`config.mk`:
```
export PLATFORM = sky130hd
export DESIGN_NAME = pkt_page_alloc
export DESIGN_NICKNAME = d
export VERILOG_FILES = /design/src/rtl/pkt_page_alloc.sv
export SDC_FILE = /design/constraint.sdc
export NUM_CORES = 1
export LEC_CHECK = 0
export ABC_AREA = 1
export ABC_CLOCK_PERIOD_IN_PS = 1840
export BUFFER_PORTS_ARGS = -buffer_cell sky130_fd_sc_hd__buf_4
export CORE_MARGIN = 5
export CORE_UTILIZATION = 25
export CTS_CLUSTER_DIAMETER = 40
export DETAILED_ROUTE_END_ITERATION = 8
export MAX_ROUTING_LAYER = met4
export PLACE_DENSITY = 0.62
export SLEW_MARGIN = 20
export SYNTH_ARGS = -nofsm -noshare
export SYNTH_HDL_FRONTEND = slang
export SYNTH_SLANG_ARGS = --single-unit
```
`constraint.sdc`:
```
create_clock -name clk -period 1.84 [get_ports clk]
set_input_delay 0.092 -clock clk [delete_from_list [all_inputs] [get_ports clk]]
set_output_delay 0.092 -clock clk [all_outputs]
set_load 0.05 [all_outputs]
```
`src/rtl/pkt_page_alloc.sv`:
```
module pkt_page_alloc #(
  parameter int NPAGES = 4
) (
  input  logic                         clk,
  input  logic                         rst_n,
  input  logic                         cmd_valid,
  input  logic [7:0]                   cmd_byte,
  input  logic [5:0]                   pkt_num,
  input  logic                         irq_ack,
  input  logic                         rx_req,
  input  logic                         rx_head_valid,
  input  logic [5:0]                   rx_head_page,
  output logic [7:0]                   rx_page,
  output logic [7:0]                   alloc_result,
  output logic                         alloc_irq,
  output logic [$clog2(NPAGES+1)-1:0]  free_count,
  output logic                         mmu_busy,
  output logic                         rx_pop,
  output logic                         tx_enq,
  output logic [5:0]                   tx_enq_page,
  output logic                         txq_reset,
  output logic                         rxq_reset
);
  localparam int IW = (NPAGES > 1) ? $clog2(NPAGES) : 1;
  localparam int CW = $clog2(NPAGES + 1);
  localparam logic [6:0] NP = 7'(NPAGES);
  localparam logic [7:0] FAIL_CODE = 8'h80;

  localparam logic [2:0] C_ALLOC   = 3'd1;
  localparam logic [2:0] C_RESET   = 3'd2;
  localparam logic [2:0] C_POP     = 3'd3;
  localparam logic [2:0] C_POP_REL = 3'd4;
  localparam logic [2:0] C_RELEASE = 3'd5;
  localparam logic [2:0] C_ENQ     = 3'd6;
  localparam logic [2:0] C_TXRST   = 3'd7;

  function automatic logic [IW-1:0] lowest(input logic [NPAGES-1:0] v);
    lowest = '0;
    for (int i = NPAGES - 1; i >= 0; i--)
      if (v[i]) lowest = IW'(i);
  endfunction

  logic [NPAGES-1:0] used_q;
  logic [7:0]        result_q;
  logic              pending_q;
  logic              irq_q;

  logic [2:0] cmd;
  logic do_alloc, do_reset, do_rel_head, do_rel_num, rel_any;
  logic [IW-1:0] rel_idx, tx_idx, rx_idx;
  logic [NPAGES-1:0] rel_oh, used_rel, free0, free1, tx_oh, rx_oh;
  logic tx_try, tx_take, rx_take;

  assign cmd         = cmd_byte[7:5];
  assign do_alloc    = cmd_valid && cmd == C_ALLOC;
  assign do_reset    = cmd_valid && cmd == C_RESET;
  assign do_rel_head = cmd_valid && cmd == C_POP_REL && rx_head_valid && ({1'b0, rx_head_page} < NP);
  assign do_rel_num  = cmd_valid && cmd == C_RELEASE && ({1'b0, pkt_num} < NP);
  assign rel_any     = do_rel_head || do_rel_num;
  assign rel_idx     = do_rel_head ? rx_head_page[IW-1:0] : pkt_num[IW-1:0];

  always_comb begin
    rel_oh = '0;
    if (rel_any) rel_oh[rel_idx] = 1'b1;
  end

  assign used_rel = used_q & ~rel_oh;
  assign free0    = ~used_rel;
  assign tx_try   = do_alloc || (pending_q && rel_any);
  assign tx_idx   = lowest(free0);
  assign tx_take  = tx_try && (|free0);

  always_comb begin
    tx_oh = '0;
    if (tx_take) tx_oh[tx_idx] = 1'b1;
  end

  assign free1   = free0 & ~tx_oh;
  assign rx_idx  = lowest(free1);
  assign rx_take = rx_req && (|free1) && !do_reset;

  always_comb begin
    rx_oh = '0;
    if (rx_take) rx_oh[rx_idx] = 1'b1;
  end

  assign rx_page = rx_take ? 8'(rx_idx) : FAIL_CODE;

  always_ff @(posedge clk) begin
    if (!rst_n) begin
      used_q    <= '0;
      result_q  <= '0;
      pending_q <= 1'b0;
      irq_q     <= 1'b0;
    end else begin
      irq_q <= (irq_q && !(do_alloc || irq_ack)) || tx_take;
      if (do_reset) begin
        used_q    <= '0;
        result_q  <= '0;
        pending_q <= 1'b0;
      end else begin
        used_q <= used_rel | tx_oh | rx_oh;
        if (tx_try) begin
          result_q  <= tx_take ? 8'(tx_idx) : FAIL_CODE;
          pending_q <= !tx_take;
        end
      end
    end
  end

  always_comb begin
    free_count = '0;
    for (int i = 0; i < NPAGES; i++)
      if (!used_q[i]) free_count = free_count + CW'(1);
  end

  assign alloc_result = result_q;
  assign alloc_irq    = irq_q;
  assign mmu_busy     = 1'b0;
  assign rx_pop       = cmd_valid && (cmd == C_POP || cmd == C_POP_REL);
  assign tx_enq       = cmd_valid && cmd == C_ENQ;
  assign tx_enq_page  = pkt_num;
  assign txq_reset    = cmd_valid && (cmd == C_TXRST || cmd == C_RESET);
  assign rxq_reset    = do_reset;


  alloc_lowest_chk: assert property (@(posedge clk) disable iff (!rst_n)
    (do_alloc && !(&used_q) && !rel_any && !rx_req) |=>
      (alloc_irq && used_q[alloc_result[IW-1:0]] && $countones(used_q) == $countones($past(used_q)) + 1));


  alloc_full_chk: assert property (@(posedge clk) disable iff (!rst_n)
    (do_alloc && (&used_q)) |=> (alloc_result == FAIL_CODE && !alloc_irq && $stable(used_q)));


  retry_chk: assert property (@(posedge clk) disable iff (!rst_n)
    (pending_q && rel_any && !do_reset) |=> (alloc_result != FAIL_CODE && alloc_irq));


  mmu_reset_chk: assert property (@(posedge clk) disable iff (!rst_n)
    do_reset |=> (used_q == '0 && alloc_result == 8'h00));


  rx_grant_free_chk: assert property (@(posedge clk) disable iff (!rst_n)
    (rx_page != FAIL_CODE) |-> (!used_q[rx_page[IW-1:0]] || rel_any));
endmodule

```
# Yosys cells after proc, flatten, opt, wreduce, memory -nomap -nowiden
# Cells that the tools add are included.
# W data, S select, Z words.
totals:
  ff_bits: 14
  output_inout_bits: 31
  elab_cells: 84
op_classes:
  n_addsub: 3
  n_lt_le_gt_ge: 8
  eq_ne: 7
  n_mux: 24
  bitwise_logic: 8
  reduce_logical: 30
ops:
  columns: ["cell", "n"]
  rows:
  - ["$logic_and A1 B1 Y1", 18]
  - ["$mux W2", 9]
  - ["$mux W8", 2]
  - ["$eq A3 B3 Y1 const B", 4]
  - ["$lt A6 B3 Y1 const B", 2]
  - ["$mux W4", 3]
  - ["$not A4 Y4", 3]
  - ["$add A3 B1 Y3 const B", 3]
  - ["$lt A2 B3 Y1 const B", 3]
  - ["$mux W3", 3]
  - ["$and A4 B4 Y4", 2]
  - ["$or A4 B4 Y4", 2]
  - ["$reduce_or A4 Y1", 2]
  - ["$demux W1 S2", 3]
  - ["$eq A3 B2 Y1 const B", 2]
  - ["$ge A2 B1 Y1 const B", 3]
  - ["$logic_or A1 B1 Y1", 6]
  - ["$mux W1", 4]
  - ["$eq A3 B1 Y1 const B", 1]
  - ["$logic_not A1 Y1", 3]
  - ["$reduce_or A2 Y1", 1]
  - ["$not A1 Y1", 1]

# Longest topological paths before layout
logic_depth:
  depth_word: 34
  mapped_depth: 17

# Worst setup path after synthesis
# No wires, ideal clock.
synth_timing:
  kind: "input-to-output"
  startpoint: "input cmd_valid"
  endpoint: "output rx_page[7]"
  arrival_ns: 2.016
  slack_ns: -0.268
  stages: 4
  path_buffers: 0
  path_cell_list: "nand2_1 > nor3_1 > nor2_1 > nand2_1"
synth_between:
  word_cells_on_any_way: 39
synth_lines:
  columns: ["item", "line", "text"]
  rows:
  - ["start, declared", "6", "input logic cmd_valid,"]
  - ["$logic_and A1 B1 Y1", "56", "assign do_reset = cmd_valid && cmd == C_RESET;"]
  - ["net rxq_reset", "22", "output logic rxq_reset"]
  - ["$logic_not A1 Y1", "80", "assign rx_take = rx_req && (|free1) && !do_reset;"]
  - ["$logic_and A1 B1 Y1", "80", null]
  - ["$mux W8", "87", "assign rx_page = rx_take ? 8'(rx_idx) : FAIL_CODE;"]
  - ["end, declared", "13", "output logic [7:0] rx_page,"]
# The timed path passes the listed nets, and every way through them passes these cells.

# Final worst setup path
layout_timing:
  startpoint: "input rx_head_page[3]"
  endpoint: "output rx_page[1]"
layout_between:
  elab_chain_len: 27
  word_cells_on_any_way: 37
layout_lines:
  columns: ["item", "line", "text"]
  rows:
  - ["start, declared", "12", "input logic [5:0] rx_head_page,"]
  - ["$lt A6 B3 Y1 *", "57", "assign do_rel_head = cmd_valid && cmd == C_POP_REL && rx_head_valid && ({1'b0, rx_head_page} < NP);"]
  - ["$logic_and A1 B1 Y1 *", "57", null]
  - ["$mux W2", "60", "assign rel_idx = do_rel_head ? rx_head_page[IW-1:0] : pkt_num[IW-1:0];"]
  - ["$lt A2 B3 Y1 (not written as such) / $ge A2 B1 Y1 (equally long branches)", "64", "if (rel_any) rel_oh[rel_idx] = 1'b1;"]
  - ["$logic_and A1 B1 Y1 (not written as such)", "64", null]
  - ["$mux W1 (not written as such)", "64", null]
  - ["$demux W1 S2", "64", null]
  - ["$mux W4", "64", null]
  - ["[... 8 more ...]", null, null]
  - ["$logic_and A1 B1 Y1 (not written as such)", "75", "if (tx_take) tx_oh[tx_idx] = 1'b1;"]
  - ["$mux W1 (not written as such)", "75", null]
  - ["$demux W1 S2", "75", null]
  - ["$mux W4", "75", null]
  - ["$not A4 Y4", "78", "assign free1 = free0 & ~tx_oh;"]
  - ["$and A4 B4 Y4 *", "78", null]
  - ["$mux W2 (4 in a row)", "40", "if (v[i]) lowest = IW'(i);"]
  - ["$mux W8 *", "87", null]
# Mark *: on every way between the ends. The rest lies on a longest branch, timed or not.

==> impl_metrics.env <==
export IMPL_postSynthAreaPerCell_um2=6.93
export IMPL_max_freq_ghz=0.546
export IMPL_final_common_cell="buf_4"
export IMPL_end_kind="output port"
export IMPL_yosysSeqAreaShare=0.161
export IMPL_ir_worst_vdd_mv=0.252
export IMPL_rsz0062_at_grt="true"
export IMPL_antenna_found_initial=0
export IMPL_ys_top_cells_by_area="dfxtp_1, buf_4, inv_1, nand2_1, nand2_2"
export IMPL_die_area_um2=5350
export IMPL_dp_cells=240
export IMPL_power_leakage_nw=0.837
export IMPL_core_area_um2=3940
export IMPL_combPwrFrac=0.528
export IMPL_seq_power_share=0.215
export IMPL_drc=0
export IMPL_grt_pass1_wl_um=4200
export IMPL_syn_area_um2=997
export IMPL_crit_type="in2out"
export IMPL_h_tree_depth=1
export IMPL_synth_edf_count=0
export IMPL_fin_crit_sh=0.995
export IMPL_p_clk_frac=0.257
export IMPL_ys_ff_latch=8
export IMPL_cts_buffer_depth=2
export IMPL_drive_above_1_share=0.586
export IMPL_fin_area_um2=1620
export IMPL_filler_cell_count=427
export IMPL_final_cell_mix="buf_4, inv_1, nand2_1"
export IMPL_setup_slack_ns=0.00885
export IMPL_antenna_left=0
export IMPL_hold_ws_ns=0.0844
export IMPL_setup_viol=0
export IMPL_utilization=0.410
export IMPL_synth_top_area_cell="dfxtp_1"
export IMPL_cts_buffers=3
export IMPL_critPathMaxFanout=4
export IMPL_synthFlopType="dfxtp_1"
export IMPL_wl_met2_um=1250
export IMPL_slew_violations=0
export IMPL_vias=1002
export IMPL_fin_nets=234
export IMPL_hp_class="in2reg"
export IMPL_path_clk_slew_ns=0.05
export IMPL_finalPower_uw=859
export IMPL_initial_core_util=0.253
export IMPL_power_density_nw_per_um2=532
export IMPL_drt_total_wl_um=2440
export IMPL_track_usage=0.102
export IMPL_hold_viol_final=0
export IMPL_switching_share=0.437
export IMPL_synth_top_area_frac=0.161
export IMPL_area_growth_synth_to_final_pct=62.0
export IMPL_final_cells=253
export IMPL_status="finished clean"
export IMPL_ios=57
export IMPL_gp_congestion=0.744
export IMPL_io_buffers=40
export IMPL_syn_instance_count=144
export IMPL_cp_arrival_ns=1.74
export IMPL_cp_start_kind="input port"
export IMPL_numClockSinks=8
export IMPL_synthArstFlopShare=0
export IMPL_grt_pass1_vias=1016
export IMPL_wire_per_inst_um=9.64
export IMPL_dp_slack_ns=-0.117
export IMPL_ys_types=30
export IMPL_top_layer="met4"
export IMPL_hpwl_um=1960
export IMPL_required_ns=1.75
export IMPL_gr_total_overflow=0
export IMPL_grt_start_max_net_pins=8
export IMPL_cts_tree="built"
export IMPL_cts_hold_buf=0
export IMPL_cts_root_buffer="clkbuf_8"
export IMPL_rows=23
export IMPL_yosysWarnings=0
export IMPL_clk_latency_ns=0.24
export IMPL_drt_vias_per_instance=3.96
export IMPL_period_needed_ns=1.83
export IMPL_wl_met3_um=112
export IMPL_p_int_uw=484
export IMPL_switching_power_uw=375
export IMPL_finalClockSkew_ns=0.00941
export IMPL_fp_dieH_um=73.2
export IMPL_die_w_um=73.2
export IMPL_dpl_instance_area_um2=1390
export IMPL_tns_ns=0
export IMPL_dr_pass1_iters=4
export IMPL_antennaDiodeCount=0
export IMPL_drtIter0Drc=14
export IMPL_cap_violations=0
export IMPL_drt_met1_wl_um=1020
-- synthesized netlist by cell type (all sizes together) (2+ instances only) --
cell   count
a21oi      6
a31oi      2
ha         3
nand3      9
dfxtp      8
nor3       2
o21ai      5
inv       24
buf       18
xor2       2
nor2      23
nand2     36
-- worst max-delay path, stage by stage --
cell and delay (ns):
buf_4 0.12, nor2_4 0.09, nand2_4 0.07, nor2_8 0.11, nand2_4 0.10, nand2_2 0.10
nand2_4 0.07, nand3_4 0.08, nand2_4 0.07, buf_4 0.14, nand2_1 0.08, nand2_1 0.09
nor3_2 0.15, a21boi_2 0.21, buf_6 0.17
-- state kept, by name (all words and copies together) (netlist names) --
register,flops
alloc_irq,1
alloc_result,3
used_q,4
-- power groups by stage --
stage | sequential, mW | combinational [mW] | clock, mW
floorplan | 0.191 | 0.307 | 0
global placement | 0.187 | 0.406 | 0
detailed placement | 0.187 | 0.407 | 0
CTS | 0.185 | 0.448 | 0.227
global route | 0.185 | 0.487 | 0.237
finish | 0.185 | 0.453 | 0.221
-- path summary, 6_finish.rpt --
| kind | depth (start not counted) | start | slack, ns | to |
|---|---|---|---|---|
| worst max-delay path | 15 | rx_head_page[3] | 0.009 | rx_page[1] |
| worst min-delay path | 3 | rst_n | 0.08 | alloc_irq$_SDFF_PN0_ |
| worst max register to register | 10 | alloc_result[7]$_SDFFE_PP0P_ | 0.10 | used_q[1]$_SDFF_PP0_ |
| worst min register to register | 2 | alloc_result[1]$_SDFFE_PP0P_ | 0.46 | alloc_result[1]$_SDFFE_PP0P_ |
-- timing repair --
action                                  in CTS  in global routing
gates resized for setup                     21                  9
setup buffers                                8                  2
pin swaps                                    6                  3
endpoints found under the setup margin       5                  7
-- area by class of cell --
| class | count | area [um2] | area share |
|---|---|---|---|
| multi-input cells | 104 | 758 | 0.469 |
| well taps | 50 | 62.6 | 0.0387 |
| inverters | 24 | 92.6 | 0.0573 |
| repair buffers | 64 | 499 | 0.309 |
| flip-flops and latches | 8 | 161 | 0.0999 |
| clock buffers | 3 | 41.3 | 0.0256 |
-- cell families after synthesis --
family / Yosys count / share of synthesized area
and+or+nand+nor: 71 / 0.445
adders and majority gates: 3 / 0.0376
buffers and inverters: 42 / 0.226
xor gates and xnor gates: 3 / 0.0264
AOI/OAI and AO/OA: 16 / 0.100
DFF: 8 / 0.161
other: 1 / 0.00376
-- metal layers --
layer | vias to the layer above | track usage
li1 | 533 | -
met1 | 437 | 0.116
met2 | 27 | 0.170
met3 | 5 | 0.0165
met4 | 0 | 0.0553
met5 | - | -
(Power assumes the default switching activity.)
